[src/rtl/mpboot_pkg.sv]
// Shared types for the multiprocessor boot and halt controller.
// Assumes a two-bit register address space.
package mpboot_pkg;

    typedef enum logic [1:0] {
        CS_PWRDN = 2'b00,
        CS_HALT  = 2'b01,
        CS_DEBUG = 2'b10,
        CS_RUN   = 2'b11
    } core_state_e;

    localparam int REG_AW = 2;

    localparam logic [REG_AW-1:0] RA_RELEASE = 2'd0;
    localparam logic [REG_AW-1:0] RA_VECTOR  = 2'd1;
    localparam logic [REG_AW-1:0] RA_BOOT    = 2'd2;

endpackage

[src/rtl/mpboot_strap.sv]
// Detects the first cycle after reset release and decodes the break and
// debug-enable straps into the initial state of core 0.
// Assumes the straps are already synchronous to clk.
module mpboot_strap
    import mpboot_pkg::*;
(
    input  logic        clk,
    input  logic        rst_n,
    input  logic        brk_req,
    input  logic        dbg_strap,
    output logic        boot_cycle,
    output core_state_e init_state
);

    logic seen_q;

    // Remember that the first post-reset cycle has passed
    always_ff @(posedge clk) begin
        if (!rst_n) seen_q <= 1'b0;
        else        seen_q <= 1'b1;
    end

    // High only during the first cycle with reset released
    assign boot_cycle = rst_n && !seen_q;

    // Strap decode for core 0
    always_comb begin
        if (!brk_req)      init_state = CS_RUN;
        else if (dbg_strap) init_state = CS_DEBUG;
        else               init_state = CS_HALT;
    end


    // boot_pulse_chk
    boot_pulse_chk: assert property (@(posedge clk) disable iff (!rst_n)
        boot_cycle |=> !boot_cycle);

endmodule

[src/rtl/mpboot_regs.sv]
// Register decode: release, start-vector and boot registers plus readback.
// Assumes NCORES <= AW so that one data word covers every core bit.
module mpboot_regs
    import mpboot_pkg::*;
#(
    parameter int             NCORES     = 4,
    parameter int             AW         = 32,
    parameter logic [AW-1:0]  RESET_ADDR = 32'h0000_1000
) (
    input  logic              clk,
    input  logic              rst_n,
    input  logic              wen,
    input  logic [REG_AW-1:0] addr,
    input  logic [AW-1:0]     wdata,
    input  logic [NCORES-1:0] halted_mask,
    output logic [AW-1:0]     rdata,
    output logic [NCORES-1:0] rel_def,
    output logic [NCORES-1:0] rel_vec,
    output logic [AW-1:0]     vec
);

    logic [AW-1:0] vec_q;
    logic          vec_we;

    assign vec_we = wen && (addr == RA_VECTOR);

    // Start vector storage
    always_ff @(posedge clk) begin
        if (!rst_n)      vec_q <= RESET_ADDR;
        else if (vec_we) vec_q <= wdata;
    end

    // Release strobes toward the per-core state machines
    assign rel_def = (wen && addr == RA_RELEASE) ? wdata[NCORES-1:0] : '0;
    assign rel_vec = (wen && addr == RA_BOOT)    ? wdata[NCORES-1:0] : '0;
    assign vec     = vec_q;

    // Combinational readback
    always_comb begin
        case (addr)
            RA_RELEASE: rdata = AW'(halted_mask);
            RA_VECTOR:  rdata = vec_q;
            default:    rdata = '0;
        endcase
    end


    // vec_hold_chk
    vec_hold_chk: assert property (@(posedge clk) disable iff (!rst_n)
        !(wen && addr == RA_VECTOR) |=> $stable(vec_q));


    // vec_load_chk
    vec_load_chk: assert property (@(posedge clk) disable iff (!rst_n)
        (wen && addr == RA_VECTOR) |=> (vec_q == $past(wdata)));

endmodule

[src/rtl/mpboot_core_fsm.sv]
// Run-state machine for one core. The primary core takes its strap
// decision in the boot cycle. Any halted or powered-down core may be
// released to run from the default address or the programmed vector.
// Assumes rel_def and rel_vec are never set together.
module mpboot_core_fsm
    import mpboot_pkg::*;
#(
    parameter int             AW         = 32,
    parameter logic [AW-1:0]  RESET_ADDR = 32'h0000_1000,
    parameter bit             IS_PRIMARY = 1'b0
) (
    input  logic        clk,
    input  logic        rst_n,
    input  logic        boot_cycle,
    input  core_state_e init_state,
    input  logic        rel_def,
    input  logic        rel_vec,
    input  logic [AW-1:0] vec,
    output logic [1:0]  state_o,
    output logic [AW-1:0] addr_o,
    output logic        halted_o
);

    core_state_e   st_q;
    logic [AW-1:0] addr_q;
    logic          take_boot;
    logic          halted;

    assign take_boot = IS_PRIMARY && boot_cycle;
    assign halted    = (st_q == CS_PWRDN) || (st_q == CS_HALT);

    // State and start-address update; strap beats software release
    always_ff @(posedge clk) begin
        if (!rst_n) begin
            st_q   <= CS_PWRDN;
            addr_q <= RESET_ADDR;
        end else if (take_boot) begin
            st_q   <= init_state;
            addr_q <= RESET_ADDR;
        end else if (halted && rel_vec) begin
            st_q   <= CS_RUN;
            addr_q <= vec;
        end else if (halted && rel_def) begin
            st_q   <= CS_RUN;
            addr_q <= RESET_ADDR;
        end
    end

    assign state_o  = st_q;
    assign addr_o   = addr_q;
    assign halted_o = halted;


    // run_hold_chk
    run_hold_chk: assert property (@(posedge clk) disable iff (!rst_n)
        (st_q == CS_RUN) |=> (st_q == CS_RUN) && $stable(addr_q));


    // debug_hold_chk
    debug_hold_chk: assert property (@(posedge clk) disable iff (!rst_n)
        (st_q == CS_DEBUG) |=> (st_q == CS_DEBUG));


    // def_release_chk
    def_release_chk: assert property (@(posedge clk) disable iff (!rst_n)
        (halted && rel_def && !take_boot) |=> (st_q == CS_RUN) && (addr_q == RESET_ADDR));


    // idle_hold_chk
    idle_hold_chk: assert property (@(posedge clk) disable iff (!rst_n)
        (halted && !rel_def && !rel_vec && !take_boot) |=> $stable(st_q));

endmodule

[src/rtl/mpboot_ctrl.sv]
// Top of the multiprocessor boot and halt controller. It joins the strap
// sampler, the register decode and one state machine per core.
// Assumes synchronous straps and a single-cycle register write port.
module mpboot_ctrl
    import mpboot_pkg::*;
#(
    parameter int             NCORES     = 4,
    parameter int             AW         = 32,
    parameter logic [AW-1:0]  RESET_ADDR = 32'h0000_1000
) (
    input  logic                   clk,
    input  logic                   rst_n,
    input  logic                   brk_req,
    input  logic                   dbg_strap,
    input  logic                   reg_wen,
    input  logic [1:0]             reg_addr,
    input  logic [AW-1:0]          reg_wdata,
    output logic [AW-1:0]          reg_rdata,
    output logic [2*NCORES-1:0]    core_state,
    output logic [AW*NCORES-1:0]   core_start
);

    localparam int SW = 2;

    logic              boot_cycle;
    core_state_e       init_state;
    logic [NCORES-1:0] halted_mask;
    logic [NCORES-1:0] rel_def;
    logic [NCORES-1:0] rel_vec;
    logic [AW-1:0]     vec;

    mpboot_strap u_strap (
        .clk        (clk),
        .rst_n      (rst_n),
        .brk_req    (brk_req),
        .dbg_strap  (dbg_strap),
        .boot_cycle (boot_cycle),
        .init_state (init_state)
    );

    mpboot_regs #(
        .NCORES     (NCORES),
        .AW         (AW),
        .RESET_ADDR (RESET_ADDR)
    ) u_regs (
        .clk         (clk),
        .rst_n       (rst_n),
        .wen         (reg_wen),
        .addr        (reg_addr),
        .wdata       (reg_wdata),
        .halted_mask (halted_mask),
        .rdata       (reg_rdata),
        .rel_def     (rel_def),
        .rel_vec     (rel_vec),
        .vec         (vec)
    );

    // One state machine per core; only index 0 is the primary core
    for (genvar i = 0; i < NCORES; i++) begin : g_core
        mpboot_core_fsm #(
            .AW         (AW),
            .RESET_ADDR (RESET_ADDR),
            .IS_PRIMARY (i == 0)
        ) u_fsm (
            .clk        (clk),
            .rst_n      (rst_n),
            .boot_cycle (boot_cycle),
            .init_state (init_state),
            .rel_def    (rel_def[i]),
            .rel_vec    (rel_vec[i]),
            .vec        (vec),
            .state_o    (core_state[SW*i +: SW]),
            .addr_o     (core_start[AW*i +: AW]),
            .halted_o   (halted_mask[i])
        );
    end


    // secondary_wait_chk
    secondary_wait_chk: assert property (@(posedge clk) disable iff (!rst_n)
        (boot_cycle && rel_def == '0 && rel_vec == '0)
            |=> (core_state[2*NCORES-1:SW] == '0));

endmodule

[config.mk]
export PLATFORM = sky130hd
export DESIGN_NAME = mpboot_ctrl
export DESIGN_NICKNAME = d
export VERILOG_FILES = /design/src/rtl/mpboot_pkg.sv /design/src/rtl/mpboot_strap.sv /design/src/rtl/mpboot_regs.sv /design/src/rtl/mpboot_core_fsm.sv /design/src/rtl/mpboot_ctrl.sv
export SDC_FILE = /design/constraint.sdc
export NUM_CORES = 1
export LEC_CHECK = 0
export ABC_AREA = 1
export BUFFER_PORTS_ARGS = -buffer_cell sky130_fd_sc_hd__buf_2
export CAP_MARGIN = 40
export CORE_UTILIZATION = 54
export DETAILED_ROUTE_END_ITERATION = 12
export MAX_ROUTING_LAYER = met4
export PLACE_DENSITY_LB_ADDON = 0.25
export SLEW_MARGIN = 10
export SYNTH_ARGS = -nofsm -noshare
export SYNTH_HDL_FRONTEND = slang
export SYNTH_SLANG_ARGS = --single-unit
export TNS_END_PERCENT = 30
[constraint.sdc]
create_clock -name clk -period 1.9 [get_ports clk]
set_input_delay 0.095 -clock clk [delete_from_list [all_inputs] [get_ports clk]]
set_output_delay 0.095 -clock clk [all_outputs]
set_load 0.005 [all_outputs]
==> results by stage, run 1 <==
Status:
- The run finished with clean final reports.

Finish:
- The sequential standard cell area is 3320 µm².
- At the end of the flow the core is filled with cells to 0.742.
- The antenna cell count is 0.
- In the final layout, the multi-input gates occupy 2460 µm².
- The finished layout holds 1190 standard cells, fillers aside.
- The synthesis-to-layout area growth is 34.3%.
- The post-layout net count is 1073.
- The filler cells instantiated in the layout total 927.
- The layout cell share with drive strength beyond 1 is 0.260.

Timing:
- Headroom to the max-slew limit came out at 0.551.
- Setup repair after global routing left no endpoint under its margin.
- The maximum frequency from static timing analysis is 708 MHz.
- The clock tree skew after final layout is 0.00780 ns.
- The share of the clock period used by the worst path is 0.743.
- At the pin with the least slew margin, the transition time is 0.672 ns.
- The time the final worst path needs with I/O delays and setup is 1.41 ns.
- The count of final hold-check violations came to 0.
- The worst hold slack is 0.0649 ns.
- The final number of max-transition violations came to 0.
- Adding up every negative setup slack in the final design gives 0 ns.
- Setup violations remaining at the end of the flow were counted as 0.

Logic synthesis:
- The cell type with the largest total area after synthesis is sky130_fd_sc_hd__dfxtp_1.
- Ranked by total cell area, the synthesized netlist is headed by sky130_fd_sc_hd__dfxtp_1 53%, sky130_fd_sc_hd__nand3_1 11%, sky130_fd_sc_hd__a21oi_1 10%, sky130_fd_sc_hd__nand2_1 8.7%, sky130_fd_sc_hd__nor2_1 5.4%.
- The synthesized-area fraction occupied by ao, oa, aoi and oai cells is 0.132.
- The average size of a mapped cell is 7.67 µm².
- Synthesis handed over a netlist of 819 instances.
- The area fraction in and, or, nand and nor cells after synthesis is 0.257.
- Synthesis inferred 166 register bits.
- Of the total synthesized cell area, the portion taken by XOR and XNOR cells is 0.
- The number of warning messages in the yosys log is 0.
- The net count of the mapped netlist is 858.
- Measured against the total synthesized area, the mux share comes to 0.
- The portion of the post-synthesis area used by sequential elements is 0.529.
- The netlist uses 19 different library cells.
- The cell area that synthesis handed to floorplanning was 6280 µm².
- By area, the combinational part of the netlist is dominated by simple AND/OR/NAND/NOR gates.
- Of the total synthesized cell area, the portion taken by full adders, half adders and majority gates is 0.
- The share of synthesized area in the top cell type comes to 0.529.

Floorplanning:
- The floorplan step defined a die boundary enclosing 12100 µm².
- The core area is 11400 µm².
- The die outline width is 110 µm.
- The height of the chip is 110 µm.
- For this design the top-level I/O count stands at 207.
- The initial core utilization is 0.552.
- Row generation in the floorplan step produced 39 rows.

Drt:
- The final wirelength is 19.6 mm.
- Using the TritonRoute via totals, the vias-per-cell ratio works out to 5.55.
- After detailed routing, the number of remaining DRC violations is 0.
- The first-pass iteration count of the detailed router is 7.
- Across all layers, the routed design uses 6607 vias.
- The DRC marker count from the first detailed-route iteration is 705.
- The remaining antenna violation count after routing is 0.
- The routed length per placed instance is 16.4 µm.

Min path:
- In this run the worst hold path is classified as input pin to register.
- The cell count of the worst hold path is 6.
- For hold timing, the worst endpoint is g_core[0].u_fsm.state_o[1]$_SDFFE_PN0P_.
- The worst min-delay path startpoint is brk_req.

Clock tree:
- Counting along the longest clock path gives a buffer depth of 2.
- The worst-skew pair later-pin latency is 0.43 ns.
- Buffers inserted during clock tree synthesis total 17.
- The root buffer cell is sky130_fd_sc_hd__clkbuf_16.
- The H-tree generated during clock tree synthesis spans 4 levels.
- After clock tree synthesis, the clock-pin slew on the worst setup and hold paths is 0.06 ns.
- The TritonCTS clock tree is built.
- The count of clock tree sinks is 166.

Setup path:
- The endpoint of the worst register-to-register path is g_core[1].u_fsm.addr_o[14]$_SDFFE_PN0P_.
- The critical path depth in cells is 4.
- At the worst endpoint, the arrival time is 1.76 ns.
- The worst setup path is captured at a register.
- Walking the worst path, the cells encountered are nor2_4, buf_4, nand3_1, a21oi_1.
- The slowest stage of the critical path belongs to the cell sky130_fd_sc_hd__dfxtp_1.
- The launching point of the worst reg2reg path is g_core[1].u_fsm.state_o[0]$_SDFFE_PN0P_.
- Data on the critical path is required at its endpoint by 2.25 ns.
- The cell family contributing the most delay on the critical path is simple AND/OR/NAND/NOR gates.
- The worst setup path startpoint is g_core[1].u_fsm.state_o[0]$_SDFFE_PN0P_.
- The critical-path maximum fanout is 25.
- The worst setup path is launched from a register.
- The worst setup path is of the register to register kind.
- Across all register-to-register paths, the minimum setup slack is 0.49 ns.
- The depth of the worst register-to-register path is 4.
- The critical path buffer and inverter count is 1.
- The delay contributed by the slowest stage of the critical path is 0.37 ns.

Pwr:
- IR analysis of the VDD net gives a maximum drop of 891 µV.
- The analysis attributes to cell leakage a power of 3.68 nW.
- For this design the ratio of total power to cell area is 991 nW/µm².
- After layout, the design draws a total of 8.36 mW.

Global routing:
- After global routing, the most crowded layer is met2.
- The global-route met3 utilization is 0.0765.
- The first global-routing pass estimated 29.8 mm of wire.
- The number of antenna violations at the first check in global routing is 0.
- In the global route stage, met2 resource usage came out at 0.538.
- The met1 routing resource usage after global routing is 0.398.
- The number of global-route vias before repair came to 5892.
- Across every metal layer, demand over resource in global routing totals 0.337.
- The total overflow reported by the global router is 0.
- Entering global routing, the biggest net connects 75 pins.

Placement:
- The number of instances in the placed design is 1124.
- Buffers placed on the I/O ports in this run total 206.
- The HPWL after detailed placement is 11.9 mm.
- At the end of routability-driven placement, the weighted congestion stood at 0.856.

Flow run:
- The max capacitance violation total is 0.
-- Yosys cell counts, drive strengths merged --
cell	count
inv	44
nand2	146
nor2	97
or2	1
nand3	132
a31oi	1
buf	39
clkbuf	27
o21ai	36
nand3b	2
a21oi	128
dfxtp	166
-- stage by stage --
| step | setup WS [ns] | instance area [µm²] |
|---|---|---|
| after detailed placement | 0.521 | 7370 |
| after global placement | 0.574 | 7370 |
| after CTS | 0.509 | 8440 |
| after floorplan | 0.774 | 6280 |
| final | 0.488 | 8440 |
| after global routing | 0.402 | 8440 |
-- repair_timing --
action / in CTS / in global routing
gates resized for setup: 0 / 0
hold buffers: 34 / 0
hold endpoints to repair: 34 / 0
buffers inserted: 0 / 0
setup endpoints to repair: 0 / 0
-- final cells by class --
| class | instances | area share |
|---|---|---|
| clock inverter | 13 | 0.0325 |
| sequential | 166 | 0.394 |
| inverter | 44 | 0.0196 |
| multi-input combinational | 543 | 0.291 |
| clock buffer | 19 | 0.0537 |
| timing repair buffer | 262 | 0.188 |
| tap | 143 | 0.0212 |
-- power breakdown --
group	leakage (nW)	internal (mW)	switching (mW)
registers	1.34	3.54	0.0855
logic	1.99	0.202	0.352
clock network	0.349	2.80	1.38
-- state kept, by name, summed over array words and instances, names as in the netlist --
register / flops
u_regs.vec: 32
g_core.u_fsm.addr_o: 128
g_core.u_fsm.state_o: 5
u_strap.seen_q: 1
-- tightest hold or removal path: cells and delay by family --
family,cells,cell delay (ns)
buf+inv,3,0.20
simple gates,2,0.10
compound gates,1,0.07
-- logic make-up after synthesis --
kind of cell,count (synthesis)
AO/OA/AOI/OAI,165
buffers and inverters,110
flip-flops,166
AND/OR/NAND/NOR,378
-- per-layer routing --
metal / up-vias / wire length (µm)
met5: - / 0
met4: 0 / 739
met3: 71 / 1710
met2: 397 / 9300
met1: 3017 / 7810
li1: 3122 / -
-- worst max-delay path by stage --
stage                                                          to  slack, ns
after floorplan           g_core[3].u_fsm.addr_o[23]$_SDFFE_PN0P_       0.77
after global placement    g_core[2].u_fsm.addr_o[28]$_SDFFE_PN0P_       0.57
after detailed placement  g_core[2].u_fsm.addr_o[29]$_SDFFE_PN0P_       0.52
after CTS                 g_core[1].u_fsm.addr_o[14]$_SDFFE_PN0P_       0.51
after global routing      g_core[2].u_fsm.addr_o[23]$_SDFFE_PN0P_       0.40
final                     g_core[1].u_fsm.addr_o[14]$_SDFFE_PN0P_       0.49
-- cell usage in the layout, fill, tap and decap left out, drive strengths merged --
cell,count
bufinv,8
clkinv,3
nand2,146
a31oi,1
dlygate4sd3,34
clkinvlp,2
o21ai,36
clkbuf,19
dfxtp,166
inv,44
buf,228
nor2,97
nand3b,2
nand3,132
or2,1
a21oi,128
(Power assumes the default switching activity.)
==> run 2: changes to the inputs <==
--- a/config.mk
+++ b/config.mk
@@ -5,10 +5,10 @@
 export SDC_FILE = /design/constraint.sdc
 export NUM_CORES = 1
 export LEC_CHECK = 0
-export ABC_AREA = 1
+export ABC_AREA = 0
 export BUFFER_PORTS_ARGS = -buffer_cell sky130_fd_sc_hd__buf_2
 export CAP_MARGIN = 40
-export CORE_UTILIZATION = 54
+export CORE_UTILIZATION = 47
 export DETAILED_ROUTE_END_ITERATION = 12
 export MAX_ROUTING_LAYER = met4
 export PLACE_DENSITY_LB_ADDON = 0.25
==> constraint.sdc (replaced) <==
create_clock -name clk -period 1.29 [get_ports clk]
set_input_delay 0.0645 -clock clk [delete_from_list [all_inputs] [get_ports clk]]
set_output_delay 0.0645 -clock clk [all_outputs]
set_load 0.005 [all_outputs]
==> run 2 against run 1 <==
The flow now finishes with violations (setup timing). Global-route usage is 8.4 points lower. Register-to-register slack worse by 0.53 ns. Die area is 26% higher. Synthesized area is 10% higher. Routed wire length is 3.8% lower. Sequential share of layout area is 3.1 points lower. Worst setup slack worse by 0.58 ns. Flip-flop and latch count stayed put. Hold slack worse by 0.0094 ns. Via count is 12% lower. Clock-buffer cell count is 5 higher. Largest cell class unchanged. Largest power group is now sequential cells.
==> results by stage, run 2 <==
Clock tree:
- TritonCTS built the clock tree.
- The worst-skew pair later-pin latency is 0.43 ns.
- The number of buffers between clock root and the deepest sink is 2.
- The number of buffers inserted during clock tree synthesis is 17.
- The cell sitting at the root of the clock tree is a sky130_fd_sc_hd__clkbuf_16.
- The total number of H-tree levels is 4.
- The count of clock tree sinks is 166.
- The register clock-pin slew on the reported worst setup and hold paths is 0.06 ns.

Setup path:
- For the worst setup path, the data required time is 1.23 ns.
- The worst setup path is captured at an output pin.
- The category of the most critical setup path is register to output pin.
- Across all register-to-register paths, the minimum setup slack is -0.04 ns.
- Of all nets on the critical path, the largest fanout is 2.
- The worst setup path is launched from a register.
- For the worst setup path, the data arrival time is 1.32 ns.

Global routing:
- The maximum number of pins on one net before global-route repair is 48.
- The number of antenna violations at the first check in global routing is 0.
- Global routing finished with a remaining overflow of 0.
- The aggregate global-route resource usage is 0.252.
- The number of global-route vias before repair is 5217.
- The first global-routing pass estimated 28.2 mm of wire.

Floorplanning:
- The row count is 44.
- The die covers 15200 µm².
- The initial core utilization is 0.479.
- The die outline width is 123 µm.
- The number of top-level pins is 207.
- The core region is 14500 µm².
- Measured along the y axis, the die boundary spans 123 µm.

Finish:
- The number of antenna diodes in the final layout is 0.
- The most frequent standard cell in the layout excluding fill and tap cells is sky130_fd_sc_hd__buf_2.
- The count of cells in the finished layout, fillers not included, comes to 1137.
- Measured on the finished design, the core utilization comes to 0.635.
- Of the cells placed in the final design, the portion with a size suffix greater than 1 is 0.307.
- In the layout the commonest cells are 205 x sky130_fd_sc_hd__buf_2, 160 x sky130_fd_sc_hd__dfxtp_1, 159 x sky130_fd_sc_hd__nand2_1, 158 x sky130_fd_sc_hd__mux2i_1, 62 x sky130_fd_sc_hd__nand3_1.
- The number of flip-flops in the largest register is 128.
- The post-layout net count is 979.
- After routing the design area is 9200 µm².
- The area growth from synthesis to layout is 32.6%.

Drt:
- For this block, the via count after detailed routing is 5788.
- For this run, design rule violations remaining after detail routing come to 0.
- The average vias per placed instance is 5.09.
- The first-pass iteration count of the detailed router is 5.
- After detailed routing, the total wire length is 18.8 mm.
- The DRC marker count from the first detailed-route iteration is 399.
- The routed length per placed instance is 16.5 µm.
- The remaining antenna violation count after routing is 0.

Placement:
- The global placement routability congestion is 0.784.
- The HPWL after detailed placement is 12.5 mm.
- Input and output buffers added on the ports amount to 206.
- Once placement finished, the instance area stood at 8090 µm².
- After detailed placement, the design holds a cell count of 1059.
- The placement-stage worst setup slack is 0.0292 ns.

Pwr:
- The power density normalized to cell area is 1210 nW/µm².
- The worst-case IR drop observed on VDD is 963 µV.
- In this run the static leakage power is 4.28 nW.

Logic synthesis:
- The number of flops mapped to enable cells by yosys is 0.
- The adder and majority cell fraction of the synthesized area is 0.
- Of the total synthesized cell area, the portion taken by XOR and XNOR cells is 0.
- The commonest cells after synthesis are 166 x sky130_fd_sc_hd__dfxtp_1, 159 x sky130_fd_sc_hd__nand2_1, 158 x sky130_fd_sc_hd__mux2i_1.
- In this run, synthesis produced a sequential element count of 166.
- The number of warning messages in the yosys log is 0.
- The multiplexer area fraction after synthesis is 0.230.
- The portion of the post-synthesis area used by sequential elements is 0.479.
- The cell type with the largest total area after synthesis is sky130_fd_sc_hd__dfxtp_1.
- The synthesized netlist contains 28 unique library cells.
- The post-synthesis async set-or-reset flop share is 0.
- Each instance of the synthesized netlist takes up on average 9.78 µm².
- The post-synthesis cell area is 6930 µm².
- The synthesized-area fraction occupied by ao, oa, aoi and oai cells is 0.0101.
- The area share of the leading cell type in the synthesized netlist is 0.479.
- The number of nets handed over by synthesis was 748.
- The cell count after synthesis came out at 709.
- The most common cell in the synthesized netlist is sky130_fd_sc_hd__dfxtp_1.
- After synthesis, the largest family of logic cells by area is multiplexers.
- Yosys attributes the largest share of cell area to sky130_fd_sc_hd__dfxtp_1 48%, sky130_fd_sc_hd__mux2i_1 23%, sky130_fd_sc_hd__nand2_1 8.6%, sky130_fd_sc_hd__nand3_1 4.5%, sky130_fd_sc_hd__nand4_1 2.8%.
- Of the total synthesized cell area, the portion taken by AND, OR, NAND and NOR gates is 0.207.
- The top flip-flop cell by instance count after synthesis is sky130_fd_sc_hd__dfxtp_1.

Min path:
- The worst hold path belongs to the class input pin to register.

Timing:
- The count of final hold-check violations is 0.
- For the pin with the worst max-slew slack, the measured transition is 0.313 ns.
- The worst hold slack is 0.0555 ns.
- The final number of max-transition violations is 0.
- The post-route worst setup slack is -0.0961 ns.
- The final setup violation count is 16.
- The headroom to the max-slew limit is 0.792.
- The maximum frequency from static timing analysis is 721 MHz.
- Subtracting the final worst setup slack from the clock period gives 1.39 ns.
- The clock tree skew after final layout is 0.0128 ns.
- Of the available clock period, the critical path in the final layout requires 1.07.
- Setup repair after global routing could not meet its margin everywhere.

Flow run:
- Across the run, the number of max-cap violations was 0.

Status:
- The run finished, with violations left.
- The checks that failed: setup timing.
==> run 2: layout make-up <==
class | count | area, µm²
Timing Repair Buffer | 283 | 1890
Clock inverter | 8 | 98.8
Inverter | 4 | 15.0
Fill cell | 1243 | 5280
Sequential cell | 166 | 3340
Tap cell | 184 | 230
Multi-Input combinational cell | 468 | 3160
Clock buffer | 24 | 472
==> run 2: routing by layer <==
metal	vias up	track usage	wire length (µm)
met1	2729	0.346	8930
met4	0	0.0896	365
met3	26	0.0466	779
met5	-	-	0
li1	2864	-	-
met2	169	0.369	8730
==> run 2: report_power, final <==
part	leakage (nW)	internal, mW	switching, mW
Sequential	1.34	5.19	0.0582
Clock	0.274	2.95	2.01
Combinational	2.67	0.428	0.471
Total	4.28	8.56	2.54
==> run 2: cell families (layout without fill, tap and decap cells) <==
logic type	after synthesis	in the layout
simple gates	299	299
flops	166	166
mux	159	159
buf+inv	75	319
compound gates	10	10
==> run 2: worst max-delay path, cell delays in order (launching register included) <==
cell and delay, ns:
sky130_fd_sc_hd__dfxtp_2 0.32, sky130_fd_sc_hd__buf_6 0.11, sky130_fd_sc_hd__or2_4 0.22, sky130_fd_sc_hd__a21oi_2 0.11, sky130_fd_sc_hd__buf_2 0.13
==> run 2: path summary, 6_finish.rpt <==
path,startpoint,end,cells after the start
setup / recovery,g_core[0].u_fsm.state_o[1]$_SDFFE_PN0P_,reg_rdata[0],4
hold / removal,reg_wen,u_regs.vec[12]$_SDFFE_PN1P_,3
setup reg to reg,g_core[1].u_fsm.state_o[0]$_SDFFE_PN0P_,g_core[1].u_fsm.addr_o[31]$_SDFFE_PN0P_,4
hold reg to reg,g_core[1].u_fsm.addr_o[6]$_SDFFE_PN0P_,g_core[1].u_fsm.addr_o[6]$_SDFFE_PN0P_,2
==> run 2: timing repair <==
item / in CTS / in global routing
hold buffers: 39 / 0
setup endpoints to repair: 4 / 53
cloned: 0 / 2
hold endpoints to repair: 38 / 0
pin swaps: 7 / 0
gates resized for setup: 18 / 3
setup buffers: 4 / 1
==> run 2: per-stage QoR <==
| step | total power [mW] | TNS (ns) |
|---|---|---|
| final | 11.1 | -0.397 |
| after global routing | 11.5 | -1.68 |
| after CTS | 11.1 | -0.655 |
| after detailed placement | 6.10 | 0 |
| after global placement | 6.10 | 0 |
| after floorplan | 5.85 | 0 |
